===== config.mk =====
export PLATFORM = sky130hd
export DESIGN_NAME = lrarb_top
export DESIGN_NICKNAME = d
export VERILOG_FILES = /design/src/rtl/lrarb_pkg.sv /design/src/rtl/lrarb_countdown.sv /design/src/rtl/lrarb_age_queue.sv /design/src/rtl/lrarb_top.sv
export SDC_FILE = /design/constraint.sdc
export NUM_CORES = 1
export LEC_CHECK = 0
export ABC_CLOCK_PERIOD_IN_PS = 4460
export BUFFER_PORTS_ARGS = -buffer_cell sky130_fd_sc_hd__buf_2
export CAP_MARGIN = 30
export CORE_MARGIN = 10
export CORE_UTILIZATION = 32
export CTS_CLUSTER_SIZE = 12
export DETAILED_ROUTE_END_ITERATION = 7
export GPL_TIMING_DRIVEN = 0
export SYNTH_ARGS = -nofsm -noshare
export SYNTH_HDL_FRONTEND = slang
export SYNTH_SLANG_ARGS = --single-unit

===== constraint.sdc =====
create_clock -name clk -period 4.46 [get_ports clk]
set_clock_uncertainty 0.2 [all_clocks]
set_input_delay 0 -clock clk [delete_from_list [all_inputs] [get_ports clk]]
set_output_delay 0 -clock clk [all_outputs]
set_load 0.01 [all_outputs]

===== src/rtl/lrarb_pkg.sv =====
package lrarb_pkg;
  localparam int MAX_CORES = 32;

  function automatic int idx_width(input int n);
    return (n > 1) ? $clog2(n) : 1;
  endfunction
endpackage


===== src/rtl/lrarb_countdown.sv =====
module lrarb_countdown #(
  parameter int LIMIT = 64,
  parameter int CW    = $clog2(LIMIT + 1)
) (
  input  logic          clk,
  input  logic          rst,
  input  logic          load,
  input  logic          dec,
  output logic [CW-1:0] count
);
  always_ff @(posedge clk) begin
    if (rst) begin
      count <= '0;
    end else if (load) begin
      count <= CW'(LIMIT);
    end else if (dec && count != '0) begin
      count <= count - 1'b1;
    end
  end
endmodule


===== src/rtl/lrarb_age_queue.sv =====
module lrarb_age_queue #(
  parameter int N = 3
) (
  input  logic         clk,
  input  logic         rst,
  input  logic [N-1:0] join_req,
  input  logic [N-1:0] leave,
  output logic [N-1:0] waiting,
  output logic [N-1:0] oldest
);
  // older[i][j] set: core i joined before core j
  logic [N-1:0] older [N];

  always_ff @(posedge clk) begin
    if (rst) begin
      waiting <= '0;
      for (int i = 0; i < N; i++) older[i] <= '0;
    end else begin
      waiting <= (waiting & ~leave) | join_req;
      for (int i = 0; i < N; i++) begin
        for (int j = 0; j < N; j++) begin
          if (join_req[i] && join_req[j]) older[i][j] <= (i < j);
          else if (join_req[i])           older[i][j] <= 1'b0;
          else if (join_req[j])           older[i][j] <= 1'b1;
        end
      end
    end
  end

  for (genvar i = 0; i < N; i++) begin : g_pick
    logic [N-1:0] col;
    for (genvar j = 0; j < N; j++) begin : g_col
      assign col[j] = older[j][i];
    end
    assign oldest[i] = waiting[i] &
                       ~|(col & waiting & ~(N'(1) << i));
  end
endmodule


===== src/rtl/lrarb_top.sv =====
module lrarb_top
  import lrarb_pkg::*;
#(
  parameter int N     = 3,
  parameter int AW    = 16,
  parameter int LIMIT = 64
) (
  input  logic          clk,
  input  logic          rst,
  input  logic [N-1:0]  lr_req,
  input  logic [N-1:0]  sc_req,
  input  logic [N-1:0]  retire,
  input  logic [N*AW-1:0] req_addr,
  output logic [N-1:0]  lr_grant,
  output logic [N-1:0]  stall,
  output logic [N-1:0]  sc_done,
  output logic [N-1:0]  sc_ok
);
  localparam int IW = idx_width(N);
  localparam int CW = $clog2(LIMIT + 1);

  logic          hold_v;
  logic [IW-1:0] hold_id;
  logic [AW-1:0] hold_addr;
  logic [AW-1:0] wait_addr [N];
  logic [AW-1:0] addr_of   [N];
  logic [CW-1:0] cnt;

  logic [N-1:0]  waiting, oldest, lr_new, holder_mask;
  logic [N-1:0]  grant_mask, join_req, leave;
  logic          sc_hit, expire, release_now, direct, from_q, grant_any;
  logic [IW-1:0] grant_id;
  logic [AW-1:0] grant_addr;

  for (genvar k = 0; k < N; k++) begin : g_addr
    assign addr_of[k] = req_addr[k*AW +: AW];
  end

  always_comb begin
    holder_mask = hold_v ? (N'(1) << hold_id) : '0;
    sc_hit      = hold_v && sc_req[hold_id] && (addr_of[hold_id] == hold_addr);
    expire      = hold_v && retire[hold_id] && (cnt == CW'(1));
    release_now = sc_hit || expire;
    lr_new      = lr_req & ~waiting & ~holder_mask;
    direct      = !hold_v && !(|waiting) && (|lr_new);
    from_q      = (|waiting) && (!hold_v || release_now);
    if (direct)      grant_mask = lr_new & (~lr_new + N'(1));
    else if (from_q) grant_mask = oldest;
    else             grant_mask = '0;
    join_req  = direct ? (lr_new & ~grant_mask) : lr_new;
    leave     = from_q ? oldest : '0;
    grant_any = |grant_mask;
    grant_id  = '0;
    for (int k = 0; k < N; k++) begin
      if (grant_mask[k]) grant_id = IW'(k);
    end
    grant_addr = direct ? addr_of[grant_id] : wait_addr[grant_id];
  end

  lrarb_age_queue #(.N(N)) u_queue (
    .clk      (clk),
    .rst      (rst),
    .join_req (join_req),
    .leave    (leave),
    .waiting  (waiting),
    .oldest   (oldest)
  );

  lrarb_countdown #(.LIMIT(LIMIT), .CW(CW)) u_count (
    .clk   (clk),
    .rst   (rst),
    .load  (grant_any),
    .dec   (hold_v && retire[hold_id]),
    .count (cnt)
  );

  // Waiter address store: written on join, no reset needed
  always_ff @(posedge clk) begin
    for (int k = 0; k < N; k++) begin
      if (join_req[k]) wait_addr[k] <= addr_of[k];
    end
  end

  always_ff @(posedge clk) begin
    if (rst) begin
      hold_v    <= 1'b0;
      hold_id   <= '0;
      hold_addr <= '0;
      lr_grant  <= '0;
      sc_done   <= '0;
      sc_ok     <= '0;
    end else begin
      if (grant_any) begin
        hold_v    <= 1'b1;
        hold_id   <= grant_id;
        hold_addr <= grant_addr;
      end else if (release_now) begin
        hold_v    <= 1'b0;
      end
      lr_grant <= grant_mask;
      sc_done  <= sc_req;
      sc_ok    <= sc_hit ? holder_mask : '0;
    end
  end

  assign stall = waiting;
endmodule


Word-level counts from Yosys, hierarchy flattened
Memory sizes are Yosys's and may differ from the RTL's. Cells that the tools add are included.

$add $sub $neg: 2. Order comparisons: 3. Equality and inequality tests: 2. Shift-type cells: 1. Mux-type cells: 107. Bitwise gates (word level): 41. Reductions and logical operators: 29.

Operators with widths (number): 1-bit 2-to-1 mux (91); 16-bit 2-to-1 mux (5); 16-bit binary-select mux with 2-bit select (2); 3-bit bitwise AND (7); 1-bit OR (21); 16-bit equality test (1); 3-bit inverter (5); 7-bit 2-to-1 mux (2); 3-bit 2-to-1 mux (4); 1-bit logical AND (11); 3-bit OR reduction (3); 2-bit OR reduction (4); 7-bit by 1-bit equality test with 1-bit output, second input constant (1); 7-bit nonzero test (1); 7-bit by 1-bit subtractor with 7-bit output, second input constant (1); 3-bit >= comparator, second input constant (2); 2-bit inverter with 3-bit output (2); 1-bit zero test (5); 1-bit binary-select mux with 2-bit select (2); 2-bit nonzero test (2); 4-bit OR reduction (1); 3-bit by 1-bit adder with 3-bit output, second input constant (1); 1-bit bitwise AND (3); 2-bit by 3-bit less-than comparator with 1-bit output, second input constant (1); 6 further kinds (7).

Bits in registers: 38. RAM bits: 57. Input port bits: 59. Output and inout bits: 12. Logic and storage cells: 196. Memories: 2.

Memories: wait_addr (words 3, bits a word 16, read ports 1, clocked after memory_dff 0, wr ports 3, RTL line lrarb_top.sv:25) `logic [AW-1:0] wait_addr [N];`; u_queue.older (words 3, bits a word 3, read ports 3, clocked after memory_dff 0, wr ports 3, RTL line lrarb_age_queue.sv:12) `logic [N-1:0] older [N];`.

Longest topological paths before layout
Gate-level depths: netlist of the first run.

Depth after elaboration: 21. Depth in mapped cells: 12. Depth with buffers taken out: 9.

Hierarchy
Synthesis of the first run repeated with hierarchy kept, for this count alone.

Cells, all modules: 552. Area, all modules: 5679.2 µm².

By module, submodules not included: lrarb_top (times used 1, cells each 472, area each 4902.2 µm²); lrarb_age_queue (times used 1, cells each 40, area each 426.7 µm²); lrarb_countdown (times used 1, cells each 40, area each 350.3 µm²).

Worst setup path before layout of the first run
Ideal clock, no wire load.

Path type: register to register. From: register hold_id[1]. To: memory u_queue.older[2][1], data pin. Setup time: 0.258 ns. Arrival: 2.771 ns. Data required time: 4.002 ns. Path slack: 1.231 ns. Cell stages (with the launch flop): 11. Cell sequence: dfxtp_1 -> buf_2 -> nand2b_1 -> o21ai_1 -> nand2_1 -> o21ai_1 -> buf_2 -> nor2_1 -> a2111oi_4 -> nor2_1 -> and2_1.

RTL lines: from (decl) (RTL line lrarb_top.sv:23) `logic [IW-1:0] hold_id;`; from (signal assigned) (RTL line lrarb_top.sv:95) `hold_id <= grant_id;`; to (decl) (RTL line lrarb_age_queue.sv:12).

Worst setup path in the final report of the first run
From: register hold_v. To: register hold_addr[13].

Longest elaborated chain between the ends: 14. Elaborated cells on any way between the ends: 28. Those cells by class: add/sub: 1; mux: 9; bitwise: 5; reduce/logical: 12; memory: 1.

Ends and longest elaborated chain: from (decl) (RTL line lrarb_top.sv:22) `logic hold_v;`; from (signal assigned) (RTL line lrarb_top.sv:86) `hold_v <= 1'b0;`; from (signal assigned) (RTL line lrarb_top.sv:94) `hold_v <= 1'b1;`; from (signal assigned) (RTL line lrarb_top.sv:98) `hold_v <= 1'b0;`; 3-bit 2-to-1 mux, or another cell as far along (RTL line lrarb_top.sv:40) `holder_mask = hold_v ? (N'(1) << hold_id) : '0;`; 3-bit inverter, or another cell as far along (RTL line lrarb_top.sv:44) `lr_new = lr_req & ~waiting & ~holder_mask;`; 3-bit bitwise AND / 1-bit logical OR (equally long branches) (RTL line lrarb_top.sv:44, lrarb_top.sv:43); 3-bit inverter / 1-bit logical OR (equally long branches) (RTL line lrarb_top.sv:47, lrarb_top.sv:46); 3-bit by 1-bit adder with 3-bit output / 1-bit logical AND (equally long branches) (RTL line lrarb_top.sv:47, lrarb_top.sv:46); 3-bit bitwise AND / 3-bit 2-to-1 mux (equally long branches) (RTL line lrarb_top.sv:47, lrarb_top.sv:48); 3-bit 2-to-1 mux (RTL line lrarb_top.sv:47) `if (direct) grant_mask = lr_new & (~lr_new + N'(1));`; 1-bit 2-to-1 mux (RTL line lrarb_top.sv:55) `if (grant_mask[k]) grant_id = IW'(k);`; 2-bit 2-to-1 mux (RTL line lrarb_top.sv:55); 2-bit inverter with 3-bit output (implied by the code) (RTL line lrarb_top.sv:57) `grant_addr = direct ? addr_of[grant_id] : wait_addr[grant_id];`; 16-bit binary-select mux with 2-bit select (RTL line lrarb_top.sv:57); 16-bit 2-to-1 mux (implied by the code) (2 in a row) (RTL line lrarb_top.sv:57); 16-bit 2-to-1 mux (RTL line lrarb_top.sv:57); to (signal assigned) (RTL line lrarb_top.sv:96) `hold_addr <= grant_addr;`; to (decl) (RTL line lrarb_top.sv:24) `logic [AW-1:0] hold_addr;`.

Parallel ways exist; a longest one is shown, timed or not. The select of a mux whose other input is x is not followed. A chain may end at the register's enable or synchronous reset.

==> reports/metrics.yaml, run 1 <==
critical_path:
  rrSetupSlack_ps: 500
  critPathMaxFanout: 10
  cpPeakStageDelay_ps: 890
  cp.required_ps: 4500
  crit_chain: "nor4_1, o21ai_1, o22ai_1, clkbuf_1, nor2_1, o211a_1, a2111oi_2"
  critPathLaunch: "hold_v"
  r2r_start: "hold_v"
  endpoint_kind: "register"
  crit_type: "register to register"
  crit_arrival_ps: 4000
  cp-start-kind: "register"
  critPathTopFamily: "compound AO/OA/AOI/OAI gates"
  cp_num_buf_inv: 1
  cp_slowest_cell: "nor4_1"
global_route:
  grt_pass1_vias: 4269
  grtUsageMet2_pct: 25.5
  track_usage_pct: 15.4
  antenna_found_initial: 0
  grt_use_met3_pct: 3.20
  grt_pass1_wl_um: 24000
  busiest_layer: "met2"
  grt_start_max_net_pins: 26
  gr-usage-met1_pct: 19.4
  grt_overflow: 0
min_path:
  hold_path_class: "input port to register"
  hp-start: "retire[2]"
routing:
  drt_iter0_drc: 438
  wl_um: 15500
  drc: 0
  wire_per_inst_um: 20.6
  firstDrtPassIters: 5
  vias: 4161
  routed_via_density: 5.53
  ant_nets: 0
power_and_ir_drop:
  power_density_nw_per_um2: 679
  p_switching_uw: 1790
  peakVddDrop_mv: 0.235
  power_frac_comb_pct: 51.3
  p_seq_share_pct: 31.7
  pwr-share-clk_pct: 17.0
  internal_power_uw: 2380
  leakage_uw: 0.00227
  p_sw_share_pct: 42.8
clock_network:
  htree_levels: 3
  path_clk_slew_ps: 70
  clock-sinks: 92
  postCtsSetupRepairBufs: 0
  cts_buffers: 9
  cts_tree: "done"
  cts_root_buf: "clkbuf_16"
  insertion_delay_ps: 350
  cts_max_path_buffers: 2
  holdBufCountCts: 53
  post_cts_resized: 0
layout:
  nets: 626
  layout-drive-gt1-share_pct: 20.9
  n_antenna_cell: 0
  areaGrowthSynthToFinish_pct: 29.9
sta:
  setup_viol: 0
  period_needed_ps: 3960
  whs_ps: 75.8
  max_slew_margin_pct: 31.5
  min_period_over_period_pct: 88.7
  hold_viol: 0
  tightest_slew_ps: 1030
  timing.setup.tns_ps: 0
  rsz0062_at_grt: "no"
  final_max_slew_viol_count: 0
  fmax_mhz: 253
logic_synthesis:
  synth_ff_type: "edfxtp_1"
  ys_types: 54
  ys_seq_elements: 92
  yosysTopAreaCell: "edfxtp_1"
  yosys_warnings: 0
  synth.top_cell.area_share_pct: 34.3
  synthArstFlopShare_pct: 0
  syn_nets: 490
  synth_area_um2: 4730
  avgSynthCellArea_um2: 11.1
  synth.area.top_cells: "edfxtp_1 34%, dfxtp_1 16%, mux2i_1 4.0%, a2111oi_2 3.5%, a221o_1 3.4%"
  synthCells: 428
  synth_edf_count: 54
  ys_seq_area_share_pct: 50.4
floorplanning:
  dieArea_um2: 20000
  dieHeight_um: 142
  std_cell_rows: 44
  die_x_um: 142
  start_util_pct: 32.5
  ios: 71
  core-area_um2: 14500
outcome:
  status: "finished, final reports clean"
placed_design:
  portBuffers: 69
  place_congestion: 0.816
  dp_hpwl_um: 10800
flow_run:
  maxCapViolations: 0
-- layer usage --
metal  share of wire (%)  routed length (um)
met5                   0                   0
met4                 1.4                 224
met3                 6.9                1070
met2                  49                7520
met1                  43                6680
-- path summary, 6_finish.rpt --
path                           end  depth (start not counted)
setup / recovery     hold_addr[13]                          7
hold reg to reg   u_count.count[1]                          1
hold / removal    u_count.count[0]                          6
setup reg to reg     hold_addr[13]                          7
-- final cells by class --
type | count | area (um^2)
buffer | 30 | 169
clock buffer | 14 | 254
clock inverter | 2 | 11.3
fill | 1442 | 8390
inverter | 10 | 37.5
multi-input combinational | 296 | 2150
sequential | 92 | 2380
tap | 184 | 230
timing repair buffer | 125 | 906
-- sequential cells by signal (all words and copies together) (netlist names), 2 cells and up --
| register | count |
|---|---|
| lr_grant | 3 |
| sc_done | 3 |
| u_queue.waiting | 3 |
| u_queue.older | 6 |
| u_count.count | 7 |
| sc_ok | 3 |
| hold_id | 2 |
| wait_addr | 48 |
| hold_addr | 16 |
-- stage by stage --
| step | utilization (%) | setup slack, ps | instances | total power, uW | area [um^2] |
|---|---|---|---|---|---|
| floorplan | - | 1230 | 428 | 2750 | 4730 |
| global placement | 36.5 | 112 | 681 | 3340 | 5310 |
| detailed placement | 36.8 | 599 | 684 | 3420 | 5350 |
| CTS | 42.3 | 564 | 753 | 4170 | 6140 |
| global route | 42.3 | 228 | 753 | 4410 | 6140 |
| finish | 42.3 | 503 | 753 | 4170 | 6140 |
-- cell families (layout without fill, tap and decap cells) --
group	Yosys count	count (layout)	synth area share, %
fa+ha+maj	3	3	0.794
xor+xnor	21	21	3.89
compound gates	125	125	22.5
buf+inv	40	181	4.37
simple gates	128	128	14.0
mux	19	19	4.02
flops	92	92	50.4
-- worst register-to-register path, cell delays in order (launching register included) --
cell and delay (ps):
dfxtp_1 440, nor4_1 890, o21ai_1 190, o22ai_1 830
clkbuf_1 590, nor2_1 180, o211a_1 260, a2111oi_2 280
-- cell usage after synthesis (all sizes together) (2+ instances only) --
library cell  count
a21boi            2
nand4b            2
a22oi             2
nor2b             6
o22ai             2
clkbuf           16
mux2i            19
and2              2
buf              14
dfxtp            38
nor3             13
a31oi             2
nand4             3
a22o             15
inv              10
nor2             36
nand3             3
ha                3
nand2b            6
xor2              3
o21ai            13
nor4              3
a2111oi          32
o211a             2
o2bb2ai           8
a221o            16
and3              3
edfxtp           54
nand2            34
or3               4
nand3b            9
xnor2            18
a21oi            26
-- power by group through the flow --
stage               clock network (uW)  logic (uW)  registers [uW]
detailed placement                   0        2080            1330
global route                       754        2310            1340
global placement                     0        2010            1330
CTS                                720        2130            1320
floorplan                            0        1450            1310
finish                             707        2140            1320
-- cells in the final DEF (no fill, tap or decap), types with 3 or more instances in the layout --
cell type,count
dlygate4sd3_1,53
a2111oi_0,7
xnor2_1,18
nor2b_1,5
a221o_1,16
nand3b_1,9
a2111oi_2,11
clkbuf_16,9
dfxtp_1,38
edfxtp_1,54
a22o_1,15
and3_1,3
nand2b_1,6
or3_1,4
nor2_1,36
mux2i_1,19
a2111oi_1,13
buf_4,3
nand2_1,34
o2bb2ai_1,8
buf_2,77
ha_1,3
buf_6,5
clkbuf_1,20
o21ai_0,6
inv_1,10
nor3_1,11
o21ai_1,6
xor2_1,3
nand4_1,3
nand3_1,3
a21oi_1,25
No activity file was read; power rests on OpenSTA's default activity.
==> inputs of run 2 (changes only) <==
HOLD_SLACK_MARGIN = 0.1   (was unset)
SYNTH_HIERARCHICAL = 1   (was unset)
==> reports/metrics.yaml, run 2 <==
logic_synthesis:
  yosysTopAreaCell: "edfxtp_1"  # unchanged
  synthArstFlopShare_pct: 0  # unchanged
  avgSynthCellArea_um2: 10.3  # was 11.1 um^2
  synth_ff_type: "edfxtp_1"  # unchanged
  synth.area.top_cells: "edfxtp_1 29%, dfxtp_1 13%, a211oi_1 4.4%, o32ai_2 3.4%, nand2b_1 3.3%"  # was edfxtp_1 34%, dfxtp_1 16%, mux2i_1 4.0%, a2111oi_2 3.5%, a221o_1 3.4%
  ys_types: 67  # was 54
  ys_seq_area_share_pct: 41.9  # was 50.4%
  yosys_warnings: 6  # was 0
  synth_common_cells: "54 x edfxtp_1, 47 x inv_1, 41 x nand2_1"  # was 54 x edfxtp_1, 38 x dfxtp_1, 36 x nor2_1
  ys_seq_elements: 92  # unchanged
  syn_nets: 612  # was 490
  yosys.cell_count.top_type: "edfxtp_1"  # unchanged
  synth_edf_count: 54  # unchanged
  synth_area_um2: 5680  # was 4730 um^2
  synthCells: 552  # was 428
  synth.top_cell.area_share_pct: 28.6  # was 34.3%
critical_path:
  timing.rr.end: "u_queue/older[2][1]"  # was hold_addr[13]
  crit_path_frequent_cell: "buf_4"
  cp_num_buf_inv: 4  # was 1
  critPathMaxFanout: 15  # was 10
  cp_slowest_cell: "nor3_2"  # was nor4_1
  r2r_cells: 9  # was 7
  critPathTopFamily: "simple AND/OR/NAND/NOR gates"  # was compound AO/OA/AOI/OAI gates
  cp.depth: 9  # was 7
  r2r_start: "hold_id[1]"  # was hold_v
  endpoint_kind: "register"  # unchanged
  cpPeakStageDelay_ps: 640  # was 890 ps
  crit_chain: "buf_4, buf_2, buf_4, o311ai_2, nand2_1, nor3_2, clkbuf_1, nor2_2, or3_2"  # was nor4_1, o21ai_1, o22ai_1, clkbuf_1, nor2_1, o211a_1, a2111oi_2
  rrSetupSlack_ps: 190  # was 500 ps
  cp-start-kind: "register"  # unchanged
  crit_arrival_ps: 4180  # was 4000 ps
  cp.required_ps: 4370  # was 4500 ps
  crit_type: "register to register"  # unchanged
floorplanning:
  start_util_pct: 32.7  # was 32.5%
  core-area_um2: 17400  # was 14,500 um^2
  dieHeight_um: 153  # was 142 um
  std_cell_rows: 48  # was 44
  die_x_um: 153  # was 142 um
  dieArea_um2: 23500  # was 20,000 um^2
  ios: 71  # unchanged
layout:
  layout-drive-gt1-share_pct: 24.4  # was 20.9%
  fin_cells: 921  # was 753
  areaGrowthSynthToFinish_pct: 26.9  # was 29.9%
  top_register: "wait_addr"  # unchanged
  largest_reg_flops: 48  # unchanged
  nets: 751  # was 626
  n_antenna_cell: 0  # unchanged
  reg.largest.list: "wait_addr: 48 flops, hold_addr: 16 flops, u_count/count: 7 flops"  # was wait_addr: 48 flops, hold_addr: 16 flops, u_count.count: 7 flops
  fin_util_pct: 41.5  # was 42.3%
  final_common_cell: "buf_2"  # unchanged
  fill_cells: 1672  # was 1,442
  final_cell_mix: "76 x buf_2, 56 x dlygate4sd3_1, 54 x edfxtp_1"  # was 77 x buf_2, 54 x edfxtp_1, 53 x dlygate4sd3_1
placed_design:
  place_congestion: 0.847  # was 0.816
  dpl.cell_count: 849  # was 684
  dp_hpwl_um: 13300  # was 10,800 um
  portBuffers: 70  # was 69
power_and_ir_drop:
  pwr-share-clk_pct: 18.0  # was 17.0%
  p_switching_uw: 1760  # was 1790 uW
  power_density_nw_per_um2: 580  # was 679 nW/um^2
  leakage_uw: 0.00273  # was 0.00227 uW
  finalPower_uw: 4180  # was 4170 uW
  p_sw_share_pct: 42.0  # was 42.8%
  p_seq_share_pct: 29.7  # was 31.7%
  peakVddDrop_mv: 0.292  # was 0.235 mV
  internal_power_uw: 2420  # was 2380 uW
  power_frac_comb_pct: 52.3  # was 51.3%
global_route:
  grt_use_met3_pct: 3.73  # was 3.20%
  grt_pass1_vias: 5345  # was 4,269
  grtUsageMet2_pct: 26.5  # was 25.5%
  grt_start_max_net_pins: 25  # was 26
  antenna_found_initial: 0  # unchanged
  busiest_layer: "met2"  # unchanged
  track_usage_pct: 15.8  # was 15.4%
  grt_pass1_wl_um: 29600  # was 24,000 um
  gr-usage-met1_pct: 19.4  # about the same
  grt_overflow: 0  # unchanged
clock_network:
  postCtsSetupRepairBufs: 0  # unchanged
  insertion_delay_ps: 360  # was 350 ps
  cts_buffers: 9  # unchanged
  cts_tree: "done"  # unchanged
  clock-sinks: 92  # unchanged
  htree_levels: 3  # unchanged
  cts_root_buf: "clkbuf_16"  # unchanged
  cts_max_path_buffers: 2  # unchanged
  path_clk_slew_ps: 70  # about the same
sta:
  rsz0062_at_grt: "no"  # unchanged
  hold_viol: 0  # unchanged
  min_period_over_period_pct: 95.7  # was 88.7%
  period_needed_ps: 4270  # was 3960 ps
  setup_viol: 0  # unchanged
  timing.setup.tns_ps: 0  # unchanged
  final_max_slew_viol_count: 0  # unchanged
  max_slew_margin_pct: 38.5  # was 31.5%
  fmax_mhz: 234  # was 253 MHz
  tightest_slew_ps: 920  # was 1030 ps
routing:
  drt_iter0_drc: 370  # was 438
  drc: 0  # unchanged
  routed_via_density: 5.52  # was 5.53
  ant_nets: 0  # unchanged
  wl_um: 19000  # was 15,500 um
  wire_per_inst_um: 20.7  # was 20.6 um
  vias: 5086  # was 4,161
  firstDrtPassIters: 5  # unchanged
min_path:
  hp-start: "lr_req[1]"  # was retire[2]
  hold_path_class: "input port to register"  # unchanged
  whs_endpoint: "wait_addr[1][7]"  # was u_count.count[0]
  holdPathStages: 3  # was 6
outcome:
  status: "finished, final reports clean"  # unchanged
flow_run:
  maxCapViolations: 0  # unchanged
[run 2: cell types whose count changed after synthesis, sizes merged, moves of 18 or more]
cell,before,now
o32ai,0,18
nand2b,6,30
inv,10,47
a2111oi,32,1
o211ai,0,19
a211oi,0,33
[run 2: cell type report]
| cell class | count | area, um^2 | area share, % |
|---|---|---|---|
| buffer | 39 | 223 | 3.09 |
| clock inverter | 6 | 43.8 | 0.608 |
| tap | 225 | 282 | 3.91 |
| multi-input combinational | 374 | 2920 | 40.5 |
| timing repair buffer | 128 | 941 | 13.1 |
| sequential | 92 | 2380 | 33.1 |
| clock buffer | 10 | 239 | 3.32 |
| inverter | 47 | 176 | 2.45 |
[run 2: power groups by stage]
stage / clock (uW) / combinational [uW] / sequential, uW
finish: 752 / 2190 / 1240
global route: 800 / 2360 / 1260
CTS: 765 / 2170 / 1240
detailed placement: 0 / 2120 / 1260
global placement: 0 / 2040 / 1260
floorplan: 0 / 1500 / 1230
[run 2: kinds of logic after synthesis]
| logic type | Yosys count | share of synthesized area (%) |
|---|---|---|
| muxes | 35 | 7.34 |
| xor gates and xnor gates | 9 | 1.39 |
| adders and majority gates | 1 | 0.220 |
| and+or+nand+nor | 170 | 17.8 |
| AOI/OAI and AO/OA | 159 | 24.3 |
| buffers and inverters | 86 | 7.01 |
| DFF | 92 | 41.9 |
[run 2: per-layer routing]
| metal | vias to the layer above | share of wire [%] |
|---|---|---|
| met5 | - | 0 |
| met4 | 0 | 2.4 |
| met3 | 36 | 6.4 |
| met2 | 178 | 48 |
| met1 | 2496 | 43 |
| li1 | 2376 | - |
[run 2: repair_timing]
item,in CTS,in global routing
setup endpoints to repair,0,10
resized for setup,0,4
hold endpoints to repair,90,0
hold buffers,56,0
[run 2: metrics by stage]
| stage | instance area [um^2] | hold slack [ps] | setup slack, ps |
|---|---|---|---|
| after CTS | 7200 | 105 | 234 |
| final | 7210 | 106 | 191 |
| after detailed placement | 6360 | 13.9 | 252 |
| after floorplan | 5680 | -131 | 1150 |
| after global routing | 7210 | 118 | 24.5 |
| after global placement | 6310 | 13.0 | -252 |
[run 2: worst max-delay path by stage]
| stage | startpoint | end | slack [ps] |
|---|---|---|---|
| final | hold_id[1] | u_queue/older[2][1] | 190 |
| after global routing | hold_id[1] | u_queue/older[2][1] | 20 |
| after CTS | hold_id[1] | u_queue/older[1][2] | 230 |
| after detailed placement | hold_id[1] | u_queue/older[2][1] | 250 |
| after global placement | hold_id[1] | u_queue/older[0][2] | -250 |
| after floorplan | hold_id[1] | u_queue/older[1][2] | 1150 |
[run 2: worst min-delay path, stage by stage]
cell      delay [ps]
buf_2            110
nand3b_1         170
a21oi_4          180
==> inputs of run 3 (changes only) <==
SETUP_SLACK_MARGIN = 0.3   (was unset)
==> reports/metrics.yaml, run 3 (synthesized netlist as in run 2, its figures left out) <==
layout:
  areaGrowthSynthToFinish_pct: 27.2  # was 26.9%
  fin_area_um2: 7220  # was 7210 um^2
  fill_cells: 1674  # was 1,672
  top_register: "wait_addr"  # unchanged
  n_antenna_cell: 0  # unchanged
  final_common_cell: "buf_2"  # unchanged
  seq_area_um2: 2380  # unchanged
  layout-drive-gt1-share_pct: 25.0  # was 24.4%
  reg.largest.list: "wait_addr: 48 flops, hold_addr: 16 flops, u_count/count: 7 flops"  # unchanged
  final_cell_mix: "76 x buf_2, 56 x dlygate4sd3_1, 54 x edfxtp_1"  # unchanged
  nets: 751  # unchanged
  multi_input_area_um2: 2930  # was 2920 um^2
  largest_reg_flops: 48  # unchanged
critical_path:
  r2r_start: "hold_id[0]"  # was hold_id[1]
  cp.required_ps: 4530  # was 4370 ps
  critPathMaxFanout: 10  # was 15
  crit_type: "register to register"  # unchanged
  crit_arrival_ps: 4110  # was 4180 ps
  cp-start-kind: "register"  # unchanged
  endpoint_kind: "register"  # unchanged
  critPathLaunch: "hold_id[0]"  # was hold_id[1]
global_route:
  track_usage_pct: 15.8  # about the same
  grt_pass1_wl_um: 29600  # about the same
  grt_overflow: 0  # unchanged
  antenna_found_initial: 0  # unchanged
  grt_start_max_net_pins: 25  # unchanged
  grt_pass1_vias: 5354  # was 5,345
clock_network:
  cts_root_buf: "clkbuf_16"  # unchanged
  path_clk_slew_ps: 70  # about the same
  clock-sinks: 92  # unchanged
  cts_tree: "done"  # unchanged
  cts_buffers: 9  # unchanged
  htree_levels: 3  # unchanged
  insertion_delay_ps: 360  # about the same
  cts_max_path_buffers: 2  # unchanged
floorplanning:
  dieArea_um2: 23500  # unchanged
  ios: 71  # unchanged
  start_util_pct: 32.7  # unchanged
  die_x_um: 153  # unchanged
  std_cell_rows: 48  # unchanged
  core-area_um2: 17400  # unchanged
  dieHeight_um: 153  # unchanged
routing:
  vias: 5101  # was 5,086
  wl_met3_um: 1270  # was 1220 um
  ant_nets: 0  # unchanged
  wire_per_inst_um: 20.7  # about the same
  drc: 0  # unchanged
  drt_iter0_drc: 403  # was 370
  maxUsedRoutingLayer: "met4"  # unchanged
  wl_um: 19100  # was 19,000 um
  wl_met1_um: 8240  # was 8220 um
  dr_wl_met2_um: 9120  # was 9130 um
  firstDrtPassIters: 5  # unchanged
  routed_via_density: 5.54  # was 5.52
sta:
  setup_slack_ps: 426  # was 191 ps
  hold_viol: 0  # unchanged
  tightest_slew_ps: 922  # was 920 ps
  timing.setup.tns_ps: 0  # unchanged
  setup_viol: 0  # unchanged
  rsz0062_at_grt: "no"  # unchanged
  min_period_over_period_pct: 90.5  # was 95.7%
  max_slew_margin_pct: 38.4  # was 38.5%
  final_max_slew_viol_count: 0  # unchanged
  fmax_mhz: 248  # was 234 MHz
  period_needed_ps: 4030  # was 4270 ps
  whs_ps: 111  # was 106 ps
power_and_ir_drop:
  leakage_uw: 0.00275  # was 0.00273 uW
  power_density_nw_per_um2: 580  # about the same
  peakVddDrop_mv: 0.287  # was 0.292 mV
  finalPower_uw: 4190  # was 4180 uW
placed_design:
  place_ws_ps: 252  # unchanged
  portBuffers: 70  # unchanged
  placed_area_um2: 6360  # unchanged
  place_congestion: 0.847  # unchanged
  dp_hpwl_um: 13300  # unchanged
min_path:
  hp-start: "lr_req[1]"  # unchanged
  hold_path_class: "input port to register"  # unchanged
flow_run:
  maxCapViolations: 0  # unchanged
outcome:
  status: "finished, final reports clean"  # unchanged
-- run 3: per-layer routing --
layer | track usage [%] | vias up
met4 | 5.77 | 0
met2 | 26.4 | 189
met3 | 3.76 | 32
met5 | 0 | -
met1 | 19.4 | 2509
li1 | - | 2371
-- run 3: metrics by stage --
step           util, %  std cells
2_1_floorplan        -        552
6_report          41.6        921
5_1_grt           41.6        921
3_5_place_dp      36.6        849
3_3_place_gp      36.4        847
4_1_cts           41.5        921
-- run 3: power by group --
part | leakage [uW] | switching, uW | internal (uW) | total, uW
Combinational | 0.00178 | 1300 | 900 | 2200
Sequential | 0.000830 | 112 | 1130 | 1240
Clock | 0.000140 | 353 | 397 | 750
Total | 0.00275 | 1760 | 2430 | 4190
-- run 3: worst max-delay path, stage by stage, from the launching register on --
cell and delay, ps:
dfxtp_1 330, buf_6 140, buf_6 200, mux2i_1 320, nor3b_1 450, o211ai_1 140
or4_4 460, nor4_4 590, nor2b_1 120, buf_6 170, buf_2 220, o221a_1 320
o32ai_2 260
-- run 3: what timing repair did --
| item | 4_1_cts | 5_1_grt |
|---|---|---|
| endpoints found under the setup margin | 9 | 14 |
| hold buffers | 56 | 0 |
| endpoints found under the hold margin | 90 | 0 |
| setup buffers | 0 | 0 |
| gates cloned | 0 | 0 |
| resized for setup | 3 | 6 |
-- run 3: worst paths after layout --
kind,slack (ps),cells after the start,endpoint
hold reg to reg,300,2,hold_addr[9]
hold / removal,110,3,wait_addr[1][7]
setup reg to reg,430,12,hold_addr[13]
setup / recovery,430,12,hold_addr[13]
-- run 3: final cells by class --
class                           count  area share, %
Multi-Input combinational cell    374           40.6
Sequential cell                    92           33.0
Timing Repair Buffer              128           13.0
Tap cell                          225           3.90
Clock buffer                       10           3.31
Buffer                             39           3.14
Inverter                           47           2.44
Clock inverter                      6          0.606
